## src/rtl/codec_seq_pkg.sv

```systemverilog
package codec_seq_pkg;
  localparam int unsigned ADC_INIT_FRAMES_DEF = 516;
  localparam int unsigned ATT_W_DEF           = 8;
  localparam int unsigned DATA_W_DEF          = 24;

  typedef struct packed {
    logic en;
    logic filt_rst;
  } path_ctl_t;
endpackage

```

## src/rtl/seq_rst_sync.sv

```systemverilog
module seq_rst_sync #(
  parameter int unsigned STAGES = 2
) (
  input  logic clk,
  input  logic pin_n,
  output logic rst_n
);
  logic [STAGES-1:0] sync_q;
  logic [STAGES-1:0] sync_d;

  always_comb begin
    sync_d = {sync_q[STAGES-2:0], 1'b1};
  end

  always_ff @(posedge clk or negedge pin_n) begin
    if (!pin_n) sync_q <= '0;
    else        sync_q <= sync_d;
  end

  assign rst_n = sync_q[STAGES-1];
endmodule

```

## src/rtl/seq_adc_init.sv

```systemverilog
module seq_adc_init #(
  parameter int unsigned FRAMES = 516
) (
  input  logic clk,
  input  logic rst_n,
  input  logic run,
  input  logic tick,
  output logic valid
);
  localparam int unsigned CNT_W = $clog2(FRAMES + 1);
  localparam logic [CNT_W-1:0] LAST = CNT_W'(FRAMES - 1);

  logic [CNT_W-1:0] cnt_q, cnt_d;
  logic             valid_q, valid_d;
  logic             cnt_en;

  assign cnt_en = run && tick && !valid_q;

  always_comb begin
    cnt_d   = cnt_q;
    valid_d = valid_q;
    if (!run) begin
      cnt_d   = '0;
      valid_d = 1'b0;
    end else if (cnt_en) begin
      cnt_d = cnt_q + 1'b1;
      if (cnt_q == LAST) valid_d = 1'b1;
    end
  end

  always_ff @(posedge clk or negedge rst_n) begin
    if (!rst_n) begin
      cnt_q   <= '0;
      valid_q <= 1'b0;
    end else begin
      cnt_q   <= cnt_d;
      valid_q <= valid_d;
    end
  end

  assign valid = valid_q;

  p_stop_clears_r5: assert property (@(posedge clk) disable iff (!rst_n)
    !run |=> !valid_q);
  p_open_on_tick_r4: assert property (@(posedge clk) disable iff (!rst_n)
    $rose(valid_q) |-> ($past(tick) && $past(run)));
  p_cnt_bound_r4: assert property (@(posedge clk) disable iff (!rst_n)
    cnt_q <= CNT_W'(FRAMES));
endmodule

```

## src/rtl/seq_att_fade.sv

```systemverilog
module seq_att_fade #(
  parameter int unsigned ATT_W    = 8,
  parameter logic [ATT_W-1:0] REST_CODE = '0
) (
  input  logic             clk,
  input  logic             rst_n,
  input  logic             run,
  input  logic             tick,
  input  logic [ATT_W-1:0] tgt,
  output logic [ATT_W-1:0] cur
);
  logic [ATT_W-1:0] cur_q, cur_d;
  logic             step_en;

  assign step_en = run && tick && (cur_q != tgt);

  always_comb begin
    cur_d = cur_q;
    if (!run)          cur_d = REST_CODE;
    else if (step_en)  cur_d = (cur_q < tgt) ? cur_q + 1'b1 : cur_q - 1'b1;
  end

  always_ff @(posedge clk or negedge rst_n) begin
    if (!rst_n) cur_q <= REST_CODE;
    else        cur_q <= cur_d;
  end

  assign cur = cur_q;

  p_rest_when_stopped_r8: assert property (@(posedge clk) disable iff (!rst_n)
    ($past(rst_n) && !$past(run)) |-> cur_q == REST_CODE);
  p_no_move_without_tick_r9: assert property (@(posedge clk) disable iff (!rst_n)
    ($past(rst_n) && $past(run) && !$past(tick)) |-> $stable(cur_q));
  p_single_step_r9: assert property (@(posedge clk) disable iff (!rst_n)
    ($past(rst_n) && $past(run)) |->
      (cur_q == $past(cur_q) || cur_q == ATT_W'($past(cur_q) + 1'b1) ||
       cur_q == ATT_W'($past(cur_q) - 1'b1)));
endmodule

```

## src/rtl/codec_pwr_seq.sv

```systemverilog
module codec_pwr_seq
  import codec_seq_pkg::*;
#(
  parameter int unsigned ADC_INIT_FRAMES = ADC_INIT_FRAMES_DEF,
  parameter int unsigned ATT_W           = ATT_W_DEF,
  parameter int unsigned DATA_W          = DATA_W_DEF
) (
  input  logic              clk,
  input  logic              pdn_n,
  input  logic              frame_tick,
  input  logic              adc_rst_bit,
  input  logic              adc_pwr_bit,
  input  logic              dac_rst_bit,
  input  logic              dac_pwr_bit,
  input  logic [ATT_W-1:0]  in_att_tgt,
  input  logic [ATT_W-1:0]  out_att_tgt,
  input  logic [DATA_W-1:0] adc_din,
  output logic              adc_en,
  output logic              dac_en,
  output logic              adc_filt_rst,
  output logic              dac_filt_rst,
  output logic              adc_valid,
  output logic [DATA_W-1:0] adc_dout,
  output logic [ATT_W-1:0]  in_att,
  output logic [ATT_W-1:0]  out_att
);
  localparam logic [ATT_W-1:0] IN_REST  = '0;
  localparam logic [ATT_W-1:0] OUT_REST = '1;

  logic      rst_n;
  logic      adc_run, dac_run;
  path_ctl_t adc_ctl_q, adc_ctl_d, dac_ctl_q, dac_ctl_d;

  seq_rst_sync #(.STAGES(2)) u_rst_sync (
    .clk   (clk),
    .pin_n (pdn_n),
    .rst_n (rst_n)
  );

  assign adc_run = adc_rst_bit && adc_pwr_bit;
  assign dac_run = dac_rst_bit && dac_pwr_bit;

  always_comb begin
    adc_ctl_d.en       = adc_run;
    adc_ctl_d.filt_rst = !adc_run;
    dac_ctl_d.en       = dac_run;
    dac_ctl_d.filt_rst = !dac_run;
  end

  always_ff @(posedge clk or negedge rst_n) begin
    if (!rst_n) begin
      adc_ctl_q <= '{en: 1'b0, filt_rst: 1'b1};
      dac_ctl_q <= '{en: 1'b0, filt_rst: 1'b1};
    end else begin
      adc_ctl_q <= adc_ctl_d;
      dac_ctl_q <= dac_ctl_d;
    end
  end

  seq_adc_init #(.FRAMES(ADC_INIT_FRAMES)) u_adc_init (
    .clk   (clk),
    .rst_n (rst_n),
    .run   (adc_run),
    .tick  (frame_tick),
    .valid (adc_valid)
  );

  seq_att_fade #(.ATT_W(ATT_W), .REST_CODE(IN_REST)) u_in_fade (
    .clk   (clk),
    .rst_n (rst_n),
    .run   (adc_run),
    .tick  (frame_tick),
    .tgt   (in_att_tgt),
    .cur   (in_att)
  );

  seq_att_fade #(.ATT_W(ATT_W), .REST_CODE(OUT_REST)) u_out_fade (
    .clk   (clk),
    .rst_n (rst_n),
    .run   (dac_run),
    .tick  (frame_tick),
    .tgt   (out_att_tgt),
    .cur   (out_att)
  );

  assign adc_dout     = adc_valid ? adc_din : '0;
  assign adc_en       = adc_ctl_q.en;
  assign adc_filt_rst = adc_ctl_q.filt_rst;
  assign dac_en       = dac_ctl_q.en;
  assign dac_filt_rst = dac_ctl_q.filt_rst;

  p_dac_follows_bits_r7: assert property (@(posedge clk) disable iff (!rst_n)
    $past(rst_n) |-> dac_en == $past(dac_rst_bit && dac_pwr_bit));
  p_valid_needs_enable_r3: assert property (@(posedge clk) disable iff (!rst_n)
    adc_valid |-> adc_en);
endmodule

```

## config.mk

```make
export PLATFORM = sky130hd
export DESIGN_NAME = codec_pwr_seq
export DESIGN_NICKNAME = d
export VERILOG_FILES = /design/src/rtl/codec_seq_pkg.sv /design/src/rtl/seq_rst_sync.sv /design/src/rtl/seq_adc_init.sv /design/src/rtl/seq_att_fade.sv /design/src/rtl/codec_pwr_seq.sv
export SDC_FILE = /design/constraint.sdc
export NUM_CORES = 1
export LEC_CHECK = 0
export BUFFER_PORTS_ARGS = -buffer_cell sky130_fd_sc_hd__buf_2
export CELL_PAD_IN_SITES_DETAIL_PLACEMENT = 1
export CELL_PAD_IN_SITES_GLOBAL_PLACEMENT = 2
export CORE_ASPECT_RATIO = 1.2
export CORE_MARGIN = 1.5
export CORE_UTILIZATION = 25
export DETAILED_ROUTE_END_ITERATION = 10
export PLACE_DENSITY_LB_ADDON = 0.1
export SYNTH_ARGS = -nofsm -noshare
export SYNTH_HDL_FRONTEND = slang
export SYNTH_SLANG_ARGS = --single-unit
```

## constraint.sdc

```tcl
create_clock -name clk -period 1 [get_ports clk]
set_input_delay 0.05 -clock clk [delete_from_list [all_inputs] [get_ports clk]]
set_output_delay 0.05 -clock clk [all_outputs]
set_load 0.005 [all_outputs]
```

==> impl_metrics.yaml, run 1 <==
synth:
  async_flop_share_pct: 100.0
  synth_cell_types: 39
  synthCells: 266
  seq_area_frac_synth_pct: 34.81
  synth_top_cell_by_area: "dfrtp_1"
  synth_nets: 345
  synth_area_um2: 2409
  synth_flop_cell: "dfrtp_1"
  yosys_register_bits: 33
  yosys-top-cells-area: "dfrtp_1, ha_1, dfstp_2, and2_1, a21oi_1"
  synth_top_area_share_pct: 23.90
  yosys_warnings: 0
  synth_edf_count: 0
  avgSynthCellArea_um2: 9.055
clock_network:
  cts_tree: "built"
  cts_sinks: 33
  cts-buffers-inserted: 5
  htreeDepth: 2
  root_buffer: "clkbuf_16"
  clk_latency_ns: 0.28
  clk_pin_slew_worst_paths_ns: 0.06
  cts_max_path_buffers: 2
drt:
  route.antenna.remaining_nets: 0
  dr.pass1.iters: 4
  via_per_inst: 4.555
  vias: 2619
  drcViolationCount: 0
  wirelength_um: 8708
  avgRoutedWirePerCell_um: 15.14
  drt_iter0_markers: 46
timing:
  setup_viol: 62
  tns_ns: -33.69
  layout_setup_ws_ns: -2.060
  post-route-min-period_ns: 3.060
  slew_viol_final: 0
  fin_skew_ns: 0.004457
  max_freq_mhz: 326.8
  hold_viol: 0
  rsz0062_at_grt: "yes"
  finalCritPeriodShare_pct: 306.0
floorplanning:
  die_h_um: 110.5
  core_um2: 9467
  num_rows: 39
  die_w_um: 92.60
  ioPinCount: 92
  initial_core_util_pct: 25.44
  die_area_um2: 10230
worst_hold_path:
  hp-class: "input port to async pin"
placement:
  hpwl_um: 6069
  placed_area_um2: 3781
  place_congestion: 0.7419
  io_buffers: 91
setup_path:
  start_kind: "flip-flop"
  reg2reg_from: "u_out_fade.cur[1]$_DFFE_PN1P_"
  reg2regPathDepth: 12
  rrSetupSlack_ns: -2.06
  critPathRequiredTime_ns: 1.21
  crit_path_max_fanout: 8
  r2r_end: "u_out_fade.cur[7]$_DFFE_PN1P_"
  crit_type: "flip-flop to flip-flop"
  critPathArrivalTime_ns: 3.27
  crit_path_end_kind: "flip-flop"
outcome:
  status: "finished, violations left"
  violations: "setup timing"
layout:
  drive_above_1_share_pct: 64.82
  design_area_um2: 4827
  antennaDiodeCount: 0
  multiInputGateArea_um2: 2019
  fillCellCount: 1040
  final_common_cell: "buf_6"
  syn_to_final_growth_pct: 100.4
  fin_util_pct: 50.99
  final_cell_mix: "buf_6, buf_2, buf_4, and2_4, dfrtp_1"
  finish.net_count: 530
  ff_latch_area_um2: 839.6
run:
  cap_violations: 0
power_and_ir_drop:
  peakVddDrop_mv: 0.6275
  p_leak_nw: 2.305
  p_per_area_nw_per_um2: 910.8
global_route:
  grt_use_total_pct: 16.56
  antenna_found_initial: 0
  first_global_vias: 2733
  grt_max_degree: 32
  grt_pass1_wl_um: 13340
  overflow: 0
## worst max-delay path by stage
| stage | start | end | slack, ns | cells past startpoint |
|---|---|---|---|---|
| 2_1_floorplan | u_out_fade.cur[1]$_DFFE_PN1P_ | u_out_fade.cur[7]$_DFFE_PN1P_ | -2.00 | 12 |
| 3_3_place_gp | u_out_fade.cur[1]$_DFFE_PN1P_ | u_out_fade.cur[7]$_DFFE_PN1P_ | -2.01 | 12 |
| 3_5_place_dp | u_out_fade.cur[1]$_DFFE_PN1P_ | u_out_fade.cur[7]$_DFFE_PN1P_ | -2.08 | 12 |
| 4_1_cts | u_out_fade.cur[1]$_DFFE_PN1P_ | u_out_fade.cur[7]$_DFFE_PN1P_ | -2.10 | 12 |
| 5_1_grt | u_out_fade.cur[1]$_DFFE_PN1P_ | u_out_fade.cur[7]$_DFFE_PN1P_ | -2.20 | 12 |
| 6_report | u_out_fade.cur[1]$_DFFE_PN1P_ | u_out_fade.cur[7]$_DFFE_PN1P_ | -2.06 | 12 |
## cell usage after synthesis, drive strengths merged (2+ instances only)
cell    number
xnor2        7
a21o         5
and3         2
o21ai       13
xor2        11
mux2i        5
a21oi       23
nor2        23
nand3        4
fa           2
o211ai       7
nor2b        5
buf          2
nand2       16
dfstp       10
or3          4
nand2b       3
inv         20
dfrtp       23
ha          30
clkbuf       5
and2        24
nand4        8
o31ai        3
a211oi       2
## state kept, by name, summed over array words and instances, names as in the netlist
register           flops
adc_en                 1
adc_filt_rst           1
dac_en                 1
dac_filt_rst           1
u_adc_init.cnt_q      10
u_adc_init.valid       1
u_in_fade.cur          8
u_out_fade.cur         8
u_rst_sync.sync_q      2
## through the flow
| step | hold WS [ns] | std cells | total power [mW] | setup slack, ns |
|---|---|---|---|---|
| after floorplan | -0.2456 | 266 | 2.076 | -2.003 |
| after global placement | -0.1625 | 544 | 2.568 | -2.008 |
| after detailed placement | -0.1579 | 544 | 2.598 | -2.076 |
| after CTS | 0.07064 | 562 | 4.298 | -2.096 |
| after global routing | 0.08621 | 575 | 4.687 | -2.199 |
| final | 0.08027 | 575 | 4.397 | -2.060 |
## cell families after synthesis
kind of cell               Yosys count  share of synthesized area [%]
xor gates and xnor gates            18                          6.545
AOI/OAI and AO/OA                   57                          14.55
and+or+nand+nor                     93                          20.31
other                                1                         0.1557
muxes                                5                          2.078
adders and majority gates           32                          17.25
DFF                                 33                          34.81
buffers and inverters               27                          4.312
## power by group
| part | internal [mW] | total, mW | switching (mW) |
|---|---|---|---|
| sequential | 1.40 | 1.43 | 0.0290 |
| combinational | 0.805 | 1.47 | 0.660 |
| clock | 0.914 | 1.51 | 0.591 |
## what timing repair did
item | in CTS | in global routing
hold buffers | 1 | 0
cloned | 2 | 1
setup endpoints to repair | 67 | 68
pin swaps | 37 | 46
endpoints found under the hold margin | 2 | 0
resized for setup | 62 | 94
setup buffers | 8 | 22
## layer usage
metal | track usage (%) | vias up | routed length (um)
li1 | - | 1282 | -
met1 | 19.09 | 1252 | 3420
met2 | 29.61 | 73 | 4683
met3 | 3.857 | 12 | 459
met4 | 5.436 | 0 | 144
met5 | 0 | - | 0
## critical path, stage by stage (launching register included)
cell and delay [ns]:
dfstp_2 0.55, ha_4 0.20, nor2b_4 0.12, o211ai_2 0.15, a21oi_2 0.08, or3_4 0.48, ha_4 0.31, o21ai_2 0.05
o211ai_1 0.18, nand2_1 0.09, or4_4 0.44, a21oi_4 0.14, mux2i_1 0.20
## final cells by class
| type | instances | share of cell area (%) |
|---|---|---|
| Sequential cell | 33 | 17.39 |
| Clock inverter | 2 | 0.2074 |
| Clock buffer | 6 | 2.670 |
| Timing Repair Buffer | 185 | 33.05 |
| Multi-Input combinational cell | 206 | 41.84 |
| Tap cell | 123 | 3.188 |
| Inverter | 20 | 1.659 |
No activity file was read; power rests on OpenSTA's default activity.
==> run 2, diff against run 1 <==
--- a/config.mk
+++ b/config.mk
@@ -13,6 +13,7 @@
 export CORE_UTILIZATION = 25
 export DETAILED_ROUTE_END_ITERATION = 10
 export PLACE_DENSITY_LB_ADDON = 0.1
+export RECOVER_POWER = 25
 export SYNTH_ARGS = -nofsm -noshare
 export SYNTH_HDL_FRONTEND = slang
 export SYNTH_SLANG_ARGS = --single-unit
==> run 2 against run 1 <==
The run still ends with setup timing left; power shrank 0.24%; sequential power is essentially flat; core utilization shrank 0.24 points; critical path depth is the same; sequential share of layout area grew 0.082 points; critical path type unchanged.
==> impl_metrics.yaml, run 2 (same netlist as run 1, synthesis figures left out) <==
outcome:
  status: "finished, violations left"
  violations: "setup timing"
setup_path:
  start_kind: "flip-flop"
  critPathRequiredTime_ns: 1.21
  critPathArrivalTime_ns: 3.27
  crit_top_cell: "ha_4"
  worstPathCellList: "ha_4 -> nor2b_4 -> o211ai_2 -> a21oi_2 -> or3_4 -> ha_4 -> o21ai_2 -> o211ai_1 -> nand2_1 -> or4_4 -> a21oi_4 -> mux2i_1"
  max_stage_delay_ns: 0.55
  crit_path_max_fanout: 8
  crit_path_end_kind: "flip-flop"
  crit_slowest_cell: "dfstp_2"
  crit_type: "flip-flop to flip-flop"
clock_network:
  clk_latency_ns: 0.28
  cts-buffers-inserted: 5
  root_buffer: "clkbuf_16"
  cts_max_path_buffers: 2
  cts_sinks: 33
  cts_tree: "built"
  htreeDepth: 2
  clk_pin_slew_worst_paths_ns: 0.06
global_route:
  grt_pass1_wl_um: 13340
  overflow: 0
  use_met2_pct: 29.61
  use_met3_pct: 3.857
  first_global_vias: 2733
  grt_use_total_pct: 16.56
  grt_max_degree: 32
  grt_util_met1_pct: 19.09
  gr-max-usage-layer: "met2"
  antenna_found_initial: 0
timing:
  setup_viol: 62
  finalCritPeriodShare_pct: 305.6
  fin_skew_ns: 0.004726
  post-route-min-period_ns: 3.056
  layout_setup_ws_ns: -2.056
  slew_viol_final: 0
  hold_viol: 0
  hold_slack_ns: 0.08499
  max_freq_mhz: 327.2
  rsz0062_at_grt: "yes"
  tns_ns: -33.78
layout:
  antennaDiodeCount: 0
  final_cell_mix: "buf_6, buf_2, buf_4, and2_4, dfrtp_1"
  drive_above_1_share_pct: 63.94
  fillCellCount: 1045
  final_common_cell: "buf_6"
  top_register: "u_adc_init.cnt_q"
  fin_util_pct: 50.75
  finish.net_count: 530
  largest_register_ffs: 10
  syn_to_final_growth_pct: 99.48
placement:
  io_buffers: 91
  place_congestion: 0.7419
  detailedPlace.worstSlack_ns: -2.076
  hpwl_um: 6069
power_and_ir_drop:
  p_leak_nw: 2.288
  p_per_area_nw_per_um2: 912.9
  switching_share_pct: 29.19
  internal-power_mw: 3.106
  p_switching_mw: 1.280
  p_seq_share_pct: 32.5
  combPwrFrac_pct: 33.2
  p_clk_share_pct: 34.4
  peakVddDrop_mv: 0.6275
floorplanning:
  die_area_um2: 10230
  core_um2: 9467
  ioPinCount: 92
  die_w_um: 92.60
  num_rows: 39
  initial_core_util_pct: 25.44
  die_h_um: 110.5
drt:
  route.antenna.remaining_nets: 0
  drt_iter0_markers: 45
  vias: 2619
  via_per_inst: 4.555
  dr.pass1.iters: 4
  wirelength_um: 8706
  avgRoutedWirePerCell_um: 15.14
  drcViolationCount: 0
run:
  cap_violations: 0
worst_hold_path:
  hp-class: "input port to async pin"
run 2: cell count changes in the layout (fill, tap and decap cells not counted), sizes merged:
cell,previous run,this run
buf,183,178
clkbuf,7,12
run 2: stage by stage:
stage | instance area, um2 | instances | total power [mW]
after CTS | 4292 | 562 | 4.298
after detailed placement | 3781 | 544 | 2.598
after global placement | 3781 | 544 | 2.568
final | 4805 | 575 | 4.386
after floorplan | 2664 | 266 | 2.076
after global routing | 4805 | 575 | 4.675
run 2: final cells by class:
| cell class | count | area (um2) | area share [%] |
|---|---|---|---|
| clock buffers | 6 | 128.9 | 2.682 |
| clock inverters | 2 | 10.01 | 0.2083 |
| inverters | 20 | 80.08 | 1.667 |
| multi-input cells | 206 | 2019 | 42.03 |
| flip-flops and latches | 33 | 839.6 | 17.47 |
| well taps | 123 | 153.9 | 3.203 |
| repair buffers | 185 | 1573 | 32.73 |
run 2: repair_timing:
action | CTS | global route
gates cloned | 2 | 1
pin swaps | 37 | 46
hold buffers | 1 | 0
endpoints found under the setup margin | 67 | 68
gates resized for setup | 62 | 94
hold endpoints to repair | 2 | 0
setup buffers | 8 | 22
run 2: worst max-delay path, delay by kind of cell, from the launching register on:
family / cells / cell delay, ns
fa+ha+maj: 2 / 0.51
compound gates: 5 / 0.59
mux: 1 / 0.20
simple gates: 4 / 1.13
flops: 1 / 0.55
run 2: per-layer routing:
metal	up-vias	share of wire, %
met4	0	1.7
met3	12	5.3
li1	1282	-
met2	75	54
met1	1250	39
met5	-	0
run 2: final timing paths:
| kind | startpoint | endpoint | slack, ns | cells past startpoint |
|---|---|---|---|---|
| setup reg to reg | u_out_fade.cur[1]$_DFFE_PN1P_ | u_out_fade.cur[7]$_DFFE_PN1P_ | -2.06 | 12 |
| setup / recovery | u_out_fade.cur[1]$_DFFE_PN1P_ | u_out_fade.cur[7]$_DFFE_PN1P_ | -2.06 | 12 |
| max in group asynchronous | u_rst_sync.sync_q[1]$_DFF_PN0_ | adc_filt_rst$_DFF_PN1_ | 0.33 | 1 |
| hold reg to reg | u_rst_sync.sync_q[1]$_DFF_PN0_ | u_in_fade.cur[3]$_DFFE_PN0P_ | 0.31 | 1 |
| hold / removal | pdn_n | u_rst_sync.sync_q[1]$_DFF_PN0_ | 0.08 | 2 |
| min in group clk | dac_rst_bit | u_out_fade.cur[7]$_DFFE_PN1P_ | 0.09 | 3 |
run 2: power by group through the flow:
stage / Sequential [mW] / Combinational (mW) / Clock, mW
floorplan: 1.48 / 0.598 / 0
global placement: 1.44 / 1.13 / 0
detailed placement: 1.44 / 1.16 / 0
CTS: 1.43 / 1.30 / 1.57
global route: 1.43 / 1.61 / 1.63
finish: 1.42 / 1.45 / 1.51
==> run 3, diff against run 2 <==
==> constraint.sdc (replaced) <==
create_clock -name clk -period 1 [get_ports clk]
set_input_delay 0.05 -clock clk [delete_from_list [all_inputs] [get_ports clk]]
set_output_delay 0.05 -clock clk [all_outputs]
set_load 0.05 [all_outputs]
==> run 3 against run 2 <==
The run still ends with setup timing left; worst hold slack lost 0.0039 ns; via count grew 1.4%; worst setup slack lost 0.082 ns; first-iteration DRC count grew 40%; sequential share of layout area grew 0.12 points; cell area grew 1.6%; largest power group unchanged.
==> impl_metrics.yaml, run 3 (same netlist as run 1, synthesis figures left out) <==
drt:
  avgRoutedWirePerCell_um: 15.33
  via_per_inst: 4.651
  drt_iter0_markers: 63
  route.antenna.remaining_nets: 0
  dr.pass1.iters: 4
  wirelength_um: 8752
  vias: 2656
  drcViolationCount: 0
layout:
  syn_to_final_growth_pct: 102.6
  multiInputGateArea_um2: 1988
  ff_latch_area_um2: 858.3
  top_register: "u_adc_init.cnt_q"
  finish.net_count: 526
  fillCellCount: 1063
  antennaDiodeCount: 0
  fin_util_pct: 51.55
  final_common_cell: "buf_6"
  final_cell_mix: "buf_6, buf_4, buf_2, buf_8, and2_4"
  drive_above_1_share_pct: 65.40
  fin_cells: 571
  largest_register_ffs: 10
power_and_ir_drop:
  peakVddDrop_mv: 0.5910
  p_per_area_nw_per_um2: 940.2
  power_mw: 4.588
  p_leak_nw: 2.261
timing:
  rsz0062_at_grt: "yes"
  max_freq_mhz: 318.7
  slew_headroom_pct: 59.93
  setup_viol: 69
  finalCritPeriodShare_pct: 313.8
  post-route-min-period_ns: 3.138
  tightest_slew_ns: 0.6011
  fin_skew_ns: 0.004662
  slew_viol_final: 0
  layout_setup_ws_ns: -2.138
  hold_viol: 0
clock_network:
  cts_tree: "built"
  clk_latency_ns: 0.28
  clk_pin_slew_worst_paths_ns: 0.06
  cts_sinks: 33
  htreeDepth: 2
  root_buffer: "clkbuf_16"
  cts_max_path_buffers: 2
  cts-buffers-inserted: 5
setup_path:
  max_stage_delay_ns: 0.63
  worstPathCellList: "ha_4 -> nor2b_4 -> o211ai_2 -> a21oi_2 -> or3_4 -> ha_4 -> a211oi_2 -> o211ai_1 -> nand2_1 -> or4_1 -> a21oi_2 -> mux2i_1"
  crit_path_end_kind: "flip-flop"
  critPathRequiredTime_ns: 1.21
  rrSetupSlack_ns: -2.14
  crit_path_max_fanout: 8
  crit_type: "flip-flop to flip-flop"
  start_kind: "flip-flop"
  path_buf_inv: 0
  critPathArrivalTime_ns: 3.34
  crit_slowest_cell: "dfstp_4"
  path_delay_family: "simple AND/OR/NAND/NOR gates"
placement:
  place_congestion: 0.7578
  io_buffers: 91
  hpwl_um: 6121
  placedCellCount: 541
outcome:
  status: "finished, violations left"
  violations: "setup timing"
run:
  cap_violations: 0
floorplanning:
  die_h_um: 110.5
  ioPinCount: 92
  die_w_um: 92.60
  num_rows: 39
  initial_core_util_pct: 25.44
  core_um2: 9467
  die_area_um2: 10230
global_route:
  overflow: 0
  first_global_vias: 2884
  antenna_found_initial: 0
  grt_max_degree: 32
  grt_use_total_pct: 17.24
  grt_pass1_wl_um: 13930
worst_hold_path:
  hp-class: "input port to async pin"
run 3: cell count changes in the layout (fill, tap and decap cells not counted), moves of 3 or more:
cell | previous run | this run
buf_8 | 1 | 22
buf_2 | 50 | 47
dfrtp_1 | 22 | 13
and2_2 | 0 | 3
inv_4 | 0 | 3
dfrtp_2 | 1 | 10
buf_4 | 48 | 51
buf_6 | 79 | 53
run 3: worst register-to-register path, delay by kind of cell (launching register included):
kind	cells	cell delay [ns]
muxes	1	0.22
and+or+nand+nor	4	1.10
AOI/OAI and AO/OA	5	0.61
DFF	1	0.63
adders and majority gates	2	0.51
run 3: worst paths after layout:
check | startpoint | endpoint | cells past startpoint
hold / removal | pdn_n | u_rst_sync.sync_q[0]$_DFF_PN0_ | 2
hold reg to reg | u_rst_sync.sync_q[1]$_DFF_PN0_ | u_in_fade.cur[2]$_DFFE_PN0P_ | 1
setup / recovery | u_out_fade.cur[1]$_DFFE_PN1P_ | u_out_fade.cur[7]$_DFFE_PN1P_ | 12
max in group asynchronous | u_rst_sync.sync_q[1]$_DFF_PN0_ | u_adc_init.valid$_DFFE_PN0P_ | 1
setup reg to reg | u_out_fade.cur[1]$_DFFE_PN1P_ | u_out_fade.cur[7]$_DFFE_PN1P_ | 12
min in group clk | dac_pwr_bit | u_out_fade.cur[7]$_DFFE_PN1P_ | 3
run 3: per-layer routing:
layer  vias to the layer above  part of all wire (%)  track usage (%)
met5                         -                     0                0
met4                         0                   1.1            4.615
met3                         7                   5.7            4.201
met2                        81                    56            32.55
met1                      1291                    37            18.68
li1                       1277                     -                -
run 3: through the flow:
stage / setup TNS [ns] / cell area [um2] / hold slack, ns / worst slack (ns)
finish: -37.52 / 4880 / 0.08113 / -2.138
global route: -41.86 / 4880 / 0.1116 / -2.267
detailed placement: -28.97 / 3804 / -0.1612 / -2.155
CTS: -33.83 / 4662 / 0.07839 / -2.135
global placement: -27.81 / 3804 / -0.1629 / -2.076
floorplan: -27.59 / 2716 / -0.2456 / -2.147
run 3: timing repair:
action                                  4_1_cts  5_1_grt
buffers inserted                             11       23
endpoints found under the hold margin         2        0
pin swaps                                    36       33
gates cloned                                  0        2
gates resized for setup                     159       43
hold buffers                                  1        0
endpoints found under the setup margin       70       70
run 3: power by group:
| group | leakage (nW) | internal, mW | switching (mW) |
|---|---|---|---|
| Combinational | 1.78 | 0.771 | 0.741 |
| Sequential | 0.402 | 1.40 | 0.0322 |
| Clock | 0.0799 | 1.05 | 0.589 |
run 3: layout make-up:
| type | instances | share of cell area (%) |
|---|---|---|
| Clock buffer | 7 | 3.128 |
| Inverter | 20 | 1.692 |
| Tap cell | 123 | 3.154 |
| Multi-Input combinational cell | 206 | 40.74 |
| Timing Repair Buffer | 181 | 33.59 |
| Clock inverter | 1 | 0.1026 |
| Sequential cell | 33 | 17.59 |
